--- src/rtl/omega_pkg.sv ---
package omega_pkg;

  // Perfect shuffle: rotate a line index of BITS bits left by one.
  function automatic int rotl_idx(int idx, int bits);
    int msb;
    msb = (idx >> (bits - 1)) & 1;
    return ((idx << 1) & ((1 << bits) - 1)) | msb;
  endfunction

  // Inverse shuffle: which upstream line feeds shuffled position idx.
  function automatic int rotr_idx(int idx, int bits);
    int lsb;
    lsb = idx & 1;
    return (idx >> 1) | (lsb << (bits - 1));
  endfunction

endpackage

--- src/rtl/omega_switch2.sv ---
module omega_switch2 #(
  parameter int TAG_W  = 3,
  parameter int DATA_W = 8,
  parameter int STAGE  = 0
) (
  input  logic              a_vld,
  input  logic [TAG_W-1:0]  a_dst,
  input  logic [DATA_W-1:0] a_dat,
  input  logic [TAG_W-1:0]  a_src,
  input  logic              b_vld,
  input  logic [TAG_W-1:0]  b_dst,
  input  logic [DATA_W-1:0] b_dat,
  input  logic [TAG_W-1:0]  b_src,
  output logic              up_vld,
  output logic [TAG_W-1:0]  up_dst,
  output logic [DATA_W-1:0] up_dat,
  output logic [TAG_W-1:0]  up_src,
  output logic              lo_vld,
  output logic [TAG_W-1:0]  lo_dst,
  output logic [DATA_W-1:0] lo_dat,
  output logic [TAG_W-1:0]  lo_src,
  output logic              kill_vld,
  output logic [TAG_W-1:0]  kill_src
);
  localparam int STEER_BIT = TAG_W - 1 - STAGE;

  logic a_bit, b_bit, clash, b_go, a_up, a_lo;

  always_comb begin
    a_bit  = a_dst[STEER_BIT];
    b_bit  = b_dst[STEER_BIT];
    clash  = a_vld && b_vld && (a_bit == b_bit);
    b_go   = b_vld && !clash;
    a_up   = a_vld && !a_bit;
    a_lo   = a_vld && a_bit;

    up_vld = a_up || (b_go && !b_bit);
    lo_vld = a_lo || (b_go && b_bit);

    up_dst = a_up ? a_dst : b_dst;
    up_dat = a_up ? a_dat : b_dat;
    up_src = a_up ? a_src : b_src;
    lo_dst = a_lo ? a_dst : b_dst;
    lo_dat = a_lo ? a_dat : b_dat;
    lo_src = a_lo ? a_src : b_src;

    kill_vld = clash;
    kill_src = b_src;
  end
endmodule

--- src/rtl/omega_stage.sv ---
module omega_stage #(
  parameter int N_PORTS = 8,
  parameter int TAG_W   = 3,
  parameter int DATA_W  = 8,
  parameter int STAGE   = 0
) (
  input  logic [N_PORTS-1:0]                i_vld,
  input  logic [N_PORTS-1:0][TAG_W-1:0]     i_dst,
  input  logic [N_PORTS-1:0][DATA_W-1:0]    i_dat,
  input  logic [N_PORTS-1:0][TAG_W-1:0]     i_src,
  output logic [N_PORTS-1:0]                o_vld,
  output logic [N_PORTS-1:0][TAG_W-1:0]     o_dst,
  output logic [N_PORTS-1:0][DATA_W-1:0]    o_dat,
  output logic [N_PORTS-1:0][TAG_W-1:0]     o_src,
  output logic [N_PORTS/2-1:0]              kill_vld,
  output logic [N_PORTS/2-1:0][TAG_W-1:0]   kill_src
);
  localparam int N_SW = N_PORTS / 2;

  logic [N_PORTS-1:0]             s_vld;
  logic [N_PORTS-1:0][TAG_W-1:0]  s_dst;
  logic [N_PORTS-1:0][DATA_W-1:0] s_dat;
  logic [N_PORTS-1:0][TAG_W-1:0]  s_src;

  // Perfect-shuffle wiring ahead of the switch column.
  for (genvar p = 0; p < N_PORTS; p++) begin : g_shuf
    localparam int FROM = omega_pkg::rotr_idx(p, TAG_W);
    assign s_vld[p] = i_vld[FROM];
    assign s_dst[p] = i_dst[FROM];
    assign s_dat[p] = i_dat[FROM];
    assign s_src[p] = i_src[FROM];
  end

  for (genvar k = 0; k < N_SW; k++) begin : g_sw
    omega_switch2 #(
      .TAG_W (TAG_W),
      .DATA_W(DATA_W),
      .STAGE (STAGE)
    ) u_sw (
      .a_vld   (s_vld[2*k]),
      .a_dst   (s_dst[2*k]),
      .a_dat   (s_dat[2*k]),
      .a_src   (s_src[2*k]),
      .b_vld   (s_vld[2*k+1]),
      .b_dst   (s_dst[2*k+1]),
      .b_dat   (s_dat[2*k+1]),
      .b_src   (s_src[2*k+1]),
      .up_vld  (o_vld[2*k]),
      .up_dst  (o_dst[2*k]),
      .up_dat  (o_dat[2*k]),
      .up_src  (o_src[2*k]),
      .lo_vld  (o_vld[2*k+1]),
      .lo_dst  (o_dst[2*k+1]),
      .lo_dat  (o_dat[2*k+1]),
      .lo_src  (o_src[2*k+1]),
      .kill_vld(kill_vld[k]),
      .kill_src(kill_src[k])
    );
  end
endmodule

--- src/rtl/omega_router.sv ---
module omega_router #(
  parameter int N_PORTS = 8,
  parameter int DATA_W  = 8,
  parameter int TAG_W   = $clog2(N_PORTS)
) (
  input  logic                        clk,
  input  logic                        rst,
  input  logic                        start,
  input  logic [N_PORTS-1:0]          in_valid,
  input  logic [N_PORTS*TAG_W-1:0]    in_dest,
  input  logic [N_PORTS*DATA_W-1:0]   in_data,
  output logic                        done,
  output logic [N_PORTS-1:0]          out_valid,
  output logic [N_PORTS*DATA_W-1:0]   out_data,
  output logic [N_PORTS*TAG_W-1:0]    out_src,
  output logic [N_PORTS-1:0]          delivered,
  output logic [N_PORTS-1:0]          blocked
);
  localparam int N_STAGES = TAG_W;
  localparam int N_SW     = N_PORTS / 2;

  logic [N_STAGES:0][N_PORTS-1:0]              ln_vld;
  logic [N_STAGES:0][N_PORTS-1:0][TAG_W-1:0]   ln_dst;
  logic [N_STAGES:0][N_PORTS-1:0][DATA_W-1:0]  ln_dat;
  logic [N_STAGES:0][N_PORTS-1:0][TAG_W-1:0]   ln_src;

  logic [N_STAGES-1:0][N_SW-1:0]               kv;
  logic [N_STAGES-1:0][N_SW-1:0][TAG_W-1:0]    ks;
  logic [N_PORTS-1:0]                          lost;

  for (genvar j = 0; j < N_PORTS; j++) begin : g_in
    assign ln_vld[0][j] = in_valid[j];
    assign ln_dst[0][j] = in_dest[j*TAG_W +: TAG_W];
    assign ln_dat[0][j] = in_data[j*DATA_W +: DATA_W];
    assign ln_src[0][j] = TAG_W'(j);
  end

  for (genvar s = 0; s < N_STAGES; s++) begin : g_stage
    omega_stage #(
      .N_PORTS(N_PORTS),
      .TAG_W  (TAG_W),
      .DATA_W (DATA_W),
      .STAGE  (s)
    ) u_stage (
      .i_vld   (ln_vld[s]),
      .i_dst   (ln_dst[s]),
      .i_dat   (ln_dat[s]),
      .i_src   (ln_src[s]),
      .o_vld   (ln_vld[s+1]),
      .o_dst   (ln_dst[s+1]),
      .o_dat   (ln_dat[s+1]),
      .o_src   (ln_src[s+1]),
      .kill_vld(kv[s]),
      .kill_src(ks[s])
    );
  end

  // Map every switch loser back to its source input.
  always_comb begin
    lost = '0;
    for (int s = 0; s < N_STAGES; s++) begin
      for (int k = 0; k < N_SW; k++) begin
        if (kv[s][k]) lost[ks[s][k]] = 1'b1;
      end
    end
  end

  always_ff @(posedge clk) begin
    if (rst) begin
      done      <= 1'b0;
      out_valid <= '0;
      out_data  <= '0;
      out_src   <= '0;
      delivered <= '0;
      blocked   <= '0;
    end else begin
      done <= start;
      if (start) begin
        out_valid <= ln_vld[N_STAGES];
        out_data  <= ln_dat[N_STAGES];
        out_src   <= ln_src[N_STAGES];
        delivered <= in_valid & ~lost;
        blocked   <= lost;
      end
    end
  end
endmodule

--- config.mk ---
export PLATFORM = sky130hd
export DESIGN_NAME = omega_router
export DESIGN_NICKNAME = d
export VERILOG_FILES = /design/src/rtl/omega_pkg.sv /design/src/rtl/omega_switch2.sv /design/src/rtl/omega_stage.sv /design/src/rtl/omega_router.sv
export SDC_FILE = /design/constraint.sdc
export NUM_CORES = 1
export LEC_CHECK = 0
export BUFFER_PORTS_ARGS = -buffer_cell sky130_fd_sc_hd__buf_2
export CAP_MARGIN = 20
export CORE_MARGIN = 5
export CORE_UTILIZATION = 38
export DETAILED_ROUTE_END_ITERATION = 7
export GPL_TIMING_DRIVEN = 1
export SLEW_MARGIN = 20
export SYNTH_ARGS = -nofsm -noshare
export SYNTH_HDL_FRONTEND = slang
export SYNTH_SLANG_ARGS = --single-unit
--- constraint.sdc ---
create_clock -name clk -period 3.5 [get_ports clk]
set_input_delay 0.7 -clock clk [delete_from_list [all_inputs] [get_ports clk]]
set_output_delay 0.7 -clock clk [all_outputs]
set_load 0.02 [all_outputs]
==> results of run 1 <==
[power by group through the flow]
stage	Combinational, mW	Sequential, mW	Clock, mW
detailed placement	1.20	1.47	0
global route	1.30	1.46	1.19
CTS	1.20	1.44	1.14
finish	1.21	1.44	1.12
floorplan	0.647	1.60	0
global placement	1.19	1.47	0
[worst min path at each step]
| stage | startpoint | to | slack (ns) | cells after the start |
|---|---|---|---|---|
| 4_1_cts | out_src[10]$_SDFFE_PP0P_ | out_src[10]$_SDFFE_PP0P_ | 0.46 | 2 |
| 6_report | blocked[2]$_SDFFE_PP0P_ | blocked[2]$_SDFFE_PP0P_ | 0.46 | 2 |
| 2_1_floorplan | delivered[3]$_SDFFE_PP0P_ | delivered[3]$_SDFFE_PP0P_ | 0.54 | 2 |
| 5_1_grt | blocked[4]$_SDFFE_PP0P_ | blocked[4]$_SDFFE_PP0P_ | 0.48 | 2 |
| 3_3_place_gp | blocked[2]$_SDFFE_PP0P_ | blocked[2]$_SDFFE_PP0P_ | 0.45 | 2 |
| 3_5_place_dp | out_src[10]$_SDFFE_PP0P_ | out_src[10]$_SDFFE_PP0P_ | 0.45 | 2 |
[state kept, by name (all words and copies together), names as in the netlist]
| register | count |
|---|---|
| out_data | 64 |
| out_src | 24 |
| delivered | 8 |
| out_valid | 8 |
| blocked | 7 |
| done | 1 |
[worst min-delay path, delay by kind of cell (launching register included)]
| family | cells | cell delay (ns) |
|---|---|---|
| AND/OR/NAND/NOR | 1 | 0.06 |
| AO/OA/AOI/OAI | 1 | 0.05 |
| flip-flops | 1 | 0.31 |
[layer usage]
| layer | part of all wire [%] | global-route usage, % | up-vias |
|---|---|---|---|
| met1 | 48 | 34.59 | 3411 |
| li1 | - | - | 3458 |
| met5 | 0 | 0 | - |
| met4 | 2.6 | 7.185 | 0 |
| met2 | 44 | 35.60 | 241 |
| met3 | 5.8 | 4.163 | 33 |
[cells by family (layout without fill, tap and decap cells)]
| kind of cell | after synthesis | after routing | share of synthesized area (%) |
|---|---|---|---|
| simple gates | 231 | 231 | 14.33 |
| mux | 219 | 219 | 30.17 |
| compound gates | 183 | 183 | 17.82 |
| flops | 112 | 112 | 30.56 |
| buf+inv | 85 | 271 | 5.628 |
| xor+xnor | 12 | 12 | 1.433 |
| other cells | 1 | 2 | 0.05112 |
[layout make-up]
cell class | count | area, sq um
fillers | 1896 | 9878
diodes | 1 | 2.502
repair buffers | 243 | 1333
inverters | 12 | 45.04
clock inverters | 7 | 91.34
well taps | 260 | 325.3
flip-flops and latches | 112 | 2242
clock buffers | 9 | 225.2
multi-input cells | 646 | 4688
[synth_stat cells (all sizes together) (3+ instances only)]
library cell / count
mux2i: 218
nor2: 118
dfxtp: 112
a211oi: 83
clkbuf: 38
nand2: 37
buf: 35
a21oi: 33
nand3: 19
inv: 12
nor3: 11
o21ai: 10
xnor2: 9
a31oi: 8
and3: 7
nor2b: 7
and2: 6
nand2b: 6
o221ai: 6
a311oi: 5
nand3b: 5
nand4: 5
o211ai: 5
o22ai: 4
a22oi: 3
o2111ai: 3
o31ai: 3
xor2: 3
[metrics by stage]
step | util [%] | total power, mW | instances | hold WS (ns)
4_1_cts | 47.53 | 3.783 | 1289 | 0.4637
3_3_place_gp | 45.85 | 2.664 | 1273 | 0.4483
3_5_place_dp | 45.85 | 2.669 | 1273 | 0.4515
2_1_floorplan | - | 2.248 | 843 | 0.5407
6_report | 47.54 | 3.772 | 1290 | 0.4597
5_1_grt | 47.54 | 3.944 | 1290 | 0.4777
==> results by group, run 1 <==
CTS
  • H-Tree Depth: 3
  • Clock latency on the worst-skew pair: 0.36 ns
  • Inserted Clock Buffers: 9
  • Clk pin slew, worst setup/hold paths: 0.08 ns
  • CTS Sinks: 112
  • Post-CTS setup buffer count: 0
  • CTS tree: built
  • Post-CTS sizing: 0
  • CTS root buf: clkbuf_16
  • Clock Path Buffers: 2
  • # hold bufs at CTS: 0

Critical path
  • Slowest stage delay, CP: 0.46 ns
  • CP max FO: 12
  • R2r setup slk: 2.62 ns
  • CP max stage cell: or4_1
  • Critical Path Source: in_valid[1]
  • Critical Path End: blocked[3]$_SDFFE_PP0P_
  • CP Class: in2reg
  • CP startpoint kind: primary input
  • Crit-path cells: buf_2 > nor2b_1 > buf_4 > o31ai_2 > mux2i_1 > xor2_1 > or4_1 > mux2i_1 > a21oi_1 > a211oi_1
  • Worst path bufs/invs: 2
  • Kind of cell adding the most delay to the critical path: compound AO/OA/AOI/OAI gates
  • Worst path most repeated cell: mux2i_1
  • CP required: 3.77 ns
  • R2R cell count: 2
  • Data arrival, critical path: 3.07 ns
  • Crit. End Element: flip-flop
  • Worst r2r dst: blocked[3]$_SDFFE_PP0P_
  • Crit. path cell count: 10
  • Reg2Reg Launch Point: blocked[3]$_SDFFE_PP0P_

Die
  • Die ar.: 0.02218 sq mm
  • Die W: 148.9 microns
  • Die H: 148.9 microns
  • Initial Util: 38.96%
  • Std cell rows: 50
  • Core box area: 0.01883 sq mm
  • # IOs: 212

Synthesis
  • Synth top area share: 30.56%
  • Seq/Total Area, Yosys: 30.56%
  • Primary FF master, synth: dfxtp_1
  • Top cells by area, synth: dfxtp_1 (31%), mux2i_1 (29%), a211oi_1 (8.5%), nor2_1 (6.0%), a21oi_1 (2.3%)
  • Syn nets: 942
  • Syn Inst Count: 843
  • Ys Warns: 0
  • Yosys reg bits: 112
  • Yosys top cell by area: dfxtp_1
  • Mapped Area: 0.007336 sq mm
  • Synth Area per Inst: 8.702 sq um
  • Post-synth EDFFs: 0
  • Ys async rst share: 0%
  • Cell variety after synth: 64

Timing
  • Period utilisation layout: 79.92%
  • Final setup margin: 0.7027 ns
  • # setup viols final: 0
  • Worst Clk Skew: 0 ns
  • Crit path time final: 2.797 ns
  • Relative slew margins: 55.90%
  • Worst-Margin Slew: 0.6615 ns
  • Max frequency: 357.5 MHz
  • Post-Route Setup TNS: 0 ns
  • RSZ-0062 raised after global routing: no
  • Slew Limit Fails: 0
  • Final Hold Vio Count: 0

Route
  • Pre-Repair DR Iteration Count: 5
  • WL final: 27.30 mm
  • Drt initial violations: 546
  • Post-DRT Antenna Nets: 0
  • Post-route DRC: 0
  • Via/cell ratio: 5.537
  • Via count: 7143
  • Wire per inst: 21.16 microns

Power
  • Clk pwr share: 29.7%
  • Sw Pwr: 1.368 mW
  • PwrDens: 421.3 mW/mm^2
  • Switching power share of the total: 36.27%
  • VDD IR max: 0.0002338 V
  • Leakage: 4.222 nW
  • Pint: 2.404 mW
  • Part of the power in registers: 38.2%
  • Combinational group share of total power: 32.1%

Final layout
  • Layout Nets: 1123
  • Most frequent cells in the layout: mux2i_1 (215), buf_2 (208), nor2_1 (118), dfxtp_1 (112), a211oi_1 (83)
  • Final Instance Area: 0.008952 sq mm
  • Most common cell after layout, fill and taps aside: mux2i_1
  • Proportion of layout cells with a drive suffix above 1: 26.53%
  • Layout area overhead: 22.04%

Place
  • Port bufs: 210
  • Gpl congestion: 0.9112
  • Dpl hpwl: 21.32 mm
  • Placed instance area: 0.008633 sq mm
  • Worst slack at placement: 0.4338 ns

Global routing
  • Vias in the first global route: 6824
  • Overflow left after global routing: 0
  • Largest net degree at the start of global routing: 152
  • First-pass GRT wire length: 40.68 mm
  • Initial antenna violation count: 1
  • All-Layer GR Usage: 23.72%

Outcome
  • Status: complete, no violations

Job
  • Max Cap Violations: 0

Hold path
  • Hold Path Class: reg2reg
No activity file was read; power rests on OpenSTA's default activity.
==> run 2, diff against run 1 <==
==> constraint.sdc (replaced) <==
create_clock -name clk -period 2.89 [get_ports clk]
set_input_delay 0.578 -clock clk [delete_from_list [all_inputs] [get_ports clk]]
set_output_delay 0.578 -clock clk [all_outputs]
set_load 0.02 [all_outputs]
==> run 2 against run 1 <==
  * Power is 20% higher
  * Core utilization is 1.5 points higher
  * Global-route usage is 0.74 points higher
  * Routed wire length is 2.8% higher
  * Flip-flop and latch count stayed put
  * Count of clock-buffer cells in the layout is 1 higher
  * First-iteration DRC count is 7.5% higher
  * Critical path type unchanged
  * Highest routed layer unchanged
==> results by group, run 2 (synthesized netlist as in run 1, its figures left out) <==
CTS
  • H-Tree Depth: 3
  • Post-CTS sizing: 0
  • # hold bufs at CTS: 0
  • CTS Sinks: 112
  • CTS tree: built
  • Clock Path Buffers: 2
  • Clk pin slew, worst setup/hold paths: 0.08 ns
  • Post-CTS setup buffer count: 0
  • CTS root buf: clkbuf_16
  • Inserted Clock Buffers: 9
  • Clock latency on the worst-skew pair: 0.36 ns

Timing
  • Final Hold Vio Count: 0
  • Max frequency: 391.8 MHz
  • Slew Limit Fails: 0
  • Worst-Margin Slew: 0.6547 ns
  • WHS: 0.4582 ns
  • Worst Clk Skew: 0 ns
  • RSZ-0062 raised after global routing: no
  • Crit path time final: 2.552 ns
  • Period utilisation layout: 88.31%
  • # setup viols final: 0
  • Post-Route Setup TNS: 0 ns
  • Relative slew margins: 56.25%

Hold path
  • Hold Path Class: reg2reg

Final layout
  • Proportion of layout cells with a drive suffix above 1: 28.85%
  • Core Util, Final: 49.01%
  • Most common cell after layout, fill and taps aside: mux2i_1
  • Max FFs per register: 64
  • Layout area overhead: 25.81%
  • Layout Nets: 1158
  • Top Registers: out_data x64, out_src x24
  • N_diodes: 0
  • Most frequent cells in the layout: mux2i_1 (215), buf_2 (208), nor2_1 (118), dfxtp_1 (112), a211oi_1 (83)
  • Largest reg by FF count: out_data
  • Final Instance Area: 0.009229 sq mm

Power
  • PwrDens: 491.6 mW/mm^2
  • Sw Pwr: 1.663 mW
  • Switching power share of the total: 36.66%
  • Combinational group share of total power: 33.8%
  • Part of the power in registers: 38.6%
  • VDD IR max: 0.0002976 V
  • Clk pwr share: 27.6%
  • Leakage: 4.397 nW
  • Pint: 2.874 mW

Critical path
  • Crit. End Element: flip-flop
  • CP Class: in2reg
  • CP startpoint kind: primary input
  • Data arrival, critical path: 2.84 ns
  • CP required: 3.18 ns
  • CP max FO: 5

Outcome
  • Status: complete, no violations

Route
  • Wire per inst: 21.19 microns
  • Pre-Repair DR Iteration Count: 5
  • Post-route DRC: 0
  • Via/cell ratio: 5.543
  • Post-DRT Antenna Nets: 0
  • Drt initial violations: 587
  • WL final: 28.06 mm
  • Via count: 7339

Die
  • Die W: 148.9 microns
  • # IOs: 212
  • Core box area: 0.01883 sq mm
  • Die ar.: 0.02218 sq mm
  • Std cell rows: 50
  • Die H: 148.9 microns
  • Initial Util: 38.96%

Place
  • Placed instance area: 0.008946 sq mm
  • Gpl congestion: 0.9226
  • Dpl hpwl: 22.16 mm
  • Port bufs: 210

Global routing
  • Largest net degree at the start of global routing: 93
  • All-Layer GR Usage: 24.46%
  • First-pass GRT wire length: 41.88 mm
  • Vias in the first global route: 7131
  • Overflow left after global routing: 0
  • Initial antenna violation count: 0

Job
  • Max Cap Violations: 0
run 2: cell types whose count changed in the layout (fill, tap and decap cells not counted), sizes merged:
cell | previous run | this run
bufinv | 1 | 0
buf | 243 | 278
clkinvlp | 2 | 1
clkbuf | 9 | 10
diode | 1 | 0
inv | 13 | 14
run 2: per-stage QoR:
| stage | cells | total power, mW | setup slack, ns |
|---|---|---|---|
| 6_report | 1324 | 4.537 | 0.3378 |
| 5_1_grt | 1324 | 4.735 | 0.1593 |
| 4_1_cts | 1324 | 4.545 | 0.3842 |
| 3_5_place_dp | 1308 | 3.301 | 0.01126 |
| 3_3_place_gp | 1308 | 3.293 | 0.03071 |
| 2_1_floorplan | 843 | 2.723 | 0.2609 |
run 2: routing by layer:
metal | up-vias | track usage, % | share of wire [%]
met5 | - | 0 | 0
met4 | 0 | 7.185 | 2.2
met3 | 37 | 4.679 | 6.6
met2 | 276 | 37.11 | 44
met1 | 3498 | 35.22 | 47
li1 | 3528 | - | -
run 2: critical path, stage by stage:
cell	delay (ns)
buf_2	0.12
buf_4	0.13
or3b_1	0.37
o31ai_2	0.12
mux2i_1	0.31
xor2_1	0.27
or4_1	0.19
mux2i_1	0.09
or4b_1	0.50
a21oi_1	0.15
run 2: power by group through the flow:
stage	Sequential (mW)	Combinational (mW)	Clock, mW
after floorplan	1.94	0.784	0
after global placement	1.78	1.51	0
after detailed placement	1.78	1.52	0
after CTS	1.75	1.52	1.27
after global routing	1.76	1.64	1.33
final	1.75	1.54	1.25
run 2: worst paths after layout:
kind / startpoint / slack, ns / cells after the start / endpoint
setup / recovery: in_valid[1] / 0.34 / 10 / delivered[3]$_SDFFE_PP0P_
hold / removal: delivered[7]$_SDFFE_PP0P_ / 0.46 / 2 / delivered[7]$_SDFFE_PP0P_
setup reg to reg: blocked[3]$_SDFFE_PP0P_ / 2.04 / 2 / blocked[3]$_SDFFE_PP0P_
hold reg to reg: delivered[7]$_SDFFE_PP0P_ / 0.46 / 2 / delivered[7]$_SDFFE_PP0P_
run 2: layout make-up:
cell class,instances,area [sq um]
clock inverters,6,53.80
fillers,1872,9602
flip-flops and latches,112,2242
multi-input cells,646,4688
inverters,12,45.04
repair buffers,278,1645
well taps,260,325.3
clock buffers,10,229.0
==> run 3, diff against run 2 <==
--- a/config.mk
+++ b/config.mk
@@ -5,6 +5,7 @@
 export SDC_FILE = /design/constraint.sdc
 export NUM_CORES = 1
 export LEC_CHECK = 0
+export ABC_AREA = 1
 export BUFFER_PORTS_ARGS = -buffer_cell sky130_fd_sc_hd__buf_2
 export CAP_MARGIN = 20
 export CORE_MARGIN = 5
==> run 3 against run 2 <==
  * Clock skew unchanged
  * Hold slack improved by 0.0058 ns
  * Final cell count increased by 29%
  * Maximum frequency increased by 14%
  * Register-to-register slack improved by 0.03 ns
  * Sequential share of layout area increased by 0.39 points
  * Setup slack improved by 0.31 ns
  * Via count increased by 20%
==> results by group, run 3 <==
Timing
  • Slew Limit Fails: 0
  • Crit path time final: 2.242 ns
  • Worst Clk Skew: 0 ns
  • Relative slew margins: 41.03%
  • Worst-Margin Slew: 0.8846 ns
  • WHS: 0.4640 ns
  • # setup viols final: 0
  • Max frequency: 446.0 MHz
  • Final setup margin: 0.6479 ns
  • Final Hold Vio Count: 0
  • Post-Route Setup TNS: 0 ns
  • Period utilisation layout: 77.58%
  • RSZ-0062 raised after global routing: no

Global routing
  • Vias in the first global route: 7719
  • Global-route met1 utilization: 38.88%
  • M3 GR Usage: 4.399%
  • Initial antenna violation count: 0
  • First-pass GRT wire length: 44.86 mm
  • Largest net degree at the start of global routing: 79
  • Overflow left after global routing: 0
  • Met2 GRT Util: 37.35%
  • GR peak layer: met1
  • All-Layer GR Usage: 25.68%

Synthesis
  • Post-synth EDFFs: 0
  • Largest family of logic cells by synthesized area: simple AND/OR/NAND/NOR gates
  • Cell variety after synth: 39
  • Synth Area per Inst: 5.928 sq um
  • Synth Area in XOR/XNOR: 0.4643%
  • Primary FF master, synth: dfxtp_1
  • Yosys top cell by area: dfxtp_1
  • Syn nets: 1372
  • Syn Inst Count: 1273
  • Ys Warns: 0
  • Most common cell in the synthesized netlist: nand2_1
  • Top post-synthesis cells by count: nand2_1 (462), o21ai_0 (132), inv_1 (114)
  • Synth top area share: 29.71%
  • Ys async rst share: 0%
  • Yosys reg bits: 112
  • Post-synthesis mux area share: 0%
  • Mapped Area: 0.007546 sq mm
  • Post-Synth Simple-Gate Area: 36.28%
  • Top cells by area, synth: dfxtp_1 (30%), nand2_1 (23%), o21ai_0 (8.8%), nand3_1 (7.3%), a21oi_1 (6.4%)
  • Synth Area in Adders: 0%
  • Compound-Gate Fraction of Synth Area: 22.48%
  • Seq/Total Area, Yosys: 29.71%

CTS
  • Clk pin slew, worst setup/hold paths: 0.08 ns
  • CTS Sinks: 112
  • CTS tree: built
  • H-Tree Depth: 3
  • CTS root buf: clkbuf_16
  • Clock Path Buffers: 2
  • Post-CTS setup buffer count: 0
  • Clock latency on the worst-skew pair: 0.36 ns
  • # hold bufs at CTS: 0
  • Inserted Clock Buffers: 9
  • Post-CTS sizing: 0

Final layout
  • Most common cell after layout, fill and taps aside: nand2_1
  • Fillers: 2157
  • Max FFs per register: 64
  • Top Registers: out_data x64, out_src x24
  • Largest reg by FF count: out_data
  • Proportion of layout cells with a drive suffix above 1: 20.68%
  • Most frequent cells in the layout: nand2_1 (462), buf_2 (209), o21ai_0 (132), inv_1 (113), dfxtp_1 (112)
  • N_diodes: 0
  • Layout area overhead: 20.38%
  • Layout Nets: 1541
  • Core Util, Final: 46.52%

Die
  • Die H: 150.9 microns
  • # IOs: 212
  • Core box area: 0.01953 sq mm
  • Die W: 150.9 microns
  • Initial Util: 38.65%
  • Die ar.: 0.02278 sq mm
  • Std cell rows: 51

Job
  • Max Cap Violations: 0

Route
  • Post-route DRC: 0
  • Via count: 8838
  • Pre-Repair DR Iteration Count: 5
  • Drt initial violations: 853
  • Wire per inst: 17.53 microns
  • Post-DRT Antenna Nets: 0
  • WL final: 30.00 mm
  • Via/cell ratio: 5.165

Power
  • PwrDens: 516.9 mW/mm^2
  • Switching power share of the total: 37.88%
  • VDD IR max: 0.0003008 V
  • Part of the power in registers: 37.4%
  • Combinational group share of total power: 33.0%
  • Sw Pwr: 1.779 mW
  • Clk pwr share: 29.6%
  • Leakage: 4.777 nW
  • Pint: 2.917 mW

Critical path
  • CP startpoint kind: primary input
  • Crit. End Element: flip-flop
  • CP required: 3.10 ns
  • Kind of cell adding the most delay to the critical path: simple AND/OR/NAND/NOR gates
  • Crit-path cells: buf_2 > inv_2 > nand2_4 > nand2_4 > nand3_2 > inv_2 > nor2_2 > nor2_1 > nand2_1 > nand3b_1 > nand2_1 > nor2_2 > nand3_1 > a21oi_1
  • Worst path bufs/invs: 3
  • Slowest stage delay, CP: 0.28 ns
  • CP max stage cell: inv_2
  • CP Class: in2reg
  • Data arrival, critical path: 2.45 ns
  • CP max FO: 22

Place
  • Worst slack at placement: 0.3111 ns
  • Gpl congestion: 0.9138
  • Port bufs: 210
  • Dpl hpwl: 23.43 mm

Outcome
  • Status: complete, no violations

Hold path
  • Hold Path Class: reg2reg
==> run 3: cell families after synthesis <==
logic type / after synthesis
buf+inv: 203
other cells: 1
flops: 112
simple gates: 643
compound gates: 310
xor+xnor: 4
==> run 3: worst paths after layout <==
| path | startpoint | end | slack (ns) | depth (start not counted) |
|---|---|---|---|---|
| max reg2reg | blocked[6]$_SDFFE_PP0P_ | blocked[6]$_SDFFE_PP0P_ | 2.07 | 3 |
| min reg2reg | out_data[20]$_SDFFE_PP0P_ | out_data[20]$_SDFFE_PP0P_ | 0.46 | 2 |
| min | out_data[20]$_SDFFE_PP0P_ | out_data[20]$_SDFFE_PP0P_ | 0.46 | 2 |
| max | in_dest[5] | delivered[7]$_SDFFE_PP0P_ | 0.65 | 14 |
==> run 3: power groups by stage <==
stage | Clock (mW) | Sequential [mW] | Combinational, mW
2_1_floorplan | 0 | 1.95 | 0.827
5_1_grt | 1.46 | 1.77 | 1.71
3_3_place_gp | 0 | 1.79 | 1.53
4_1_cts | 1.41 | 1.76 | 1.54
3_5_place_dp | 0 | 1.79 | 1.53
6_report | 1.39 | 1.76 | 1.55
==> run 3: cell type report <==
type	instances	area, sq um	share of cell area, %
multi-input combinational	958	4473	49.24
tap	265	331.6	3.650
inverter	126	473.0	5.207
sequential	112	2242	24.68
clock inverter	5	81.33	0.8953
clock buffer	10	229.0	2.521
timing repair buffer	235	1254	13.80
==> run 3: routing by layer <==
metal / vias up / share of wire [%] / wire length (microns)
met3: 26 / 8.3 / 2475
met2: 360 / 42 / 12510
met5: - / 0 / 0
li1: 4466 / - / -
met4: 0 / 1.8 / 528
met1: 3986 / 48 / 14490
==> run 3: per-stage QoR <==
stage / area [sq um] / power, mW / std cells
3_5_place_dp: 8773 / 3.323 / 1696
6_report: 9084 / 4.696 / 1711
4_1_cts: 9084 / 4.699 / 1711
2_1_floorplan: 7546 / 2.777 / 1273
5_1_grt: 9084 / 4.942 / 1711
3_3_place_gp: 8773 / 3.317 / 1696
==> run 3: tightest hold or removal path, cell delays in order (launching register included) <==
cell and delay, ns:
dfxtp_1 0.31, nand2_1 0.06, a21oi_1 0.05
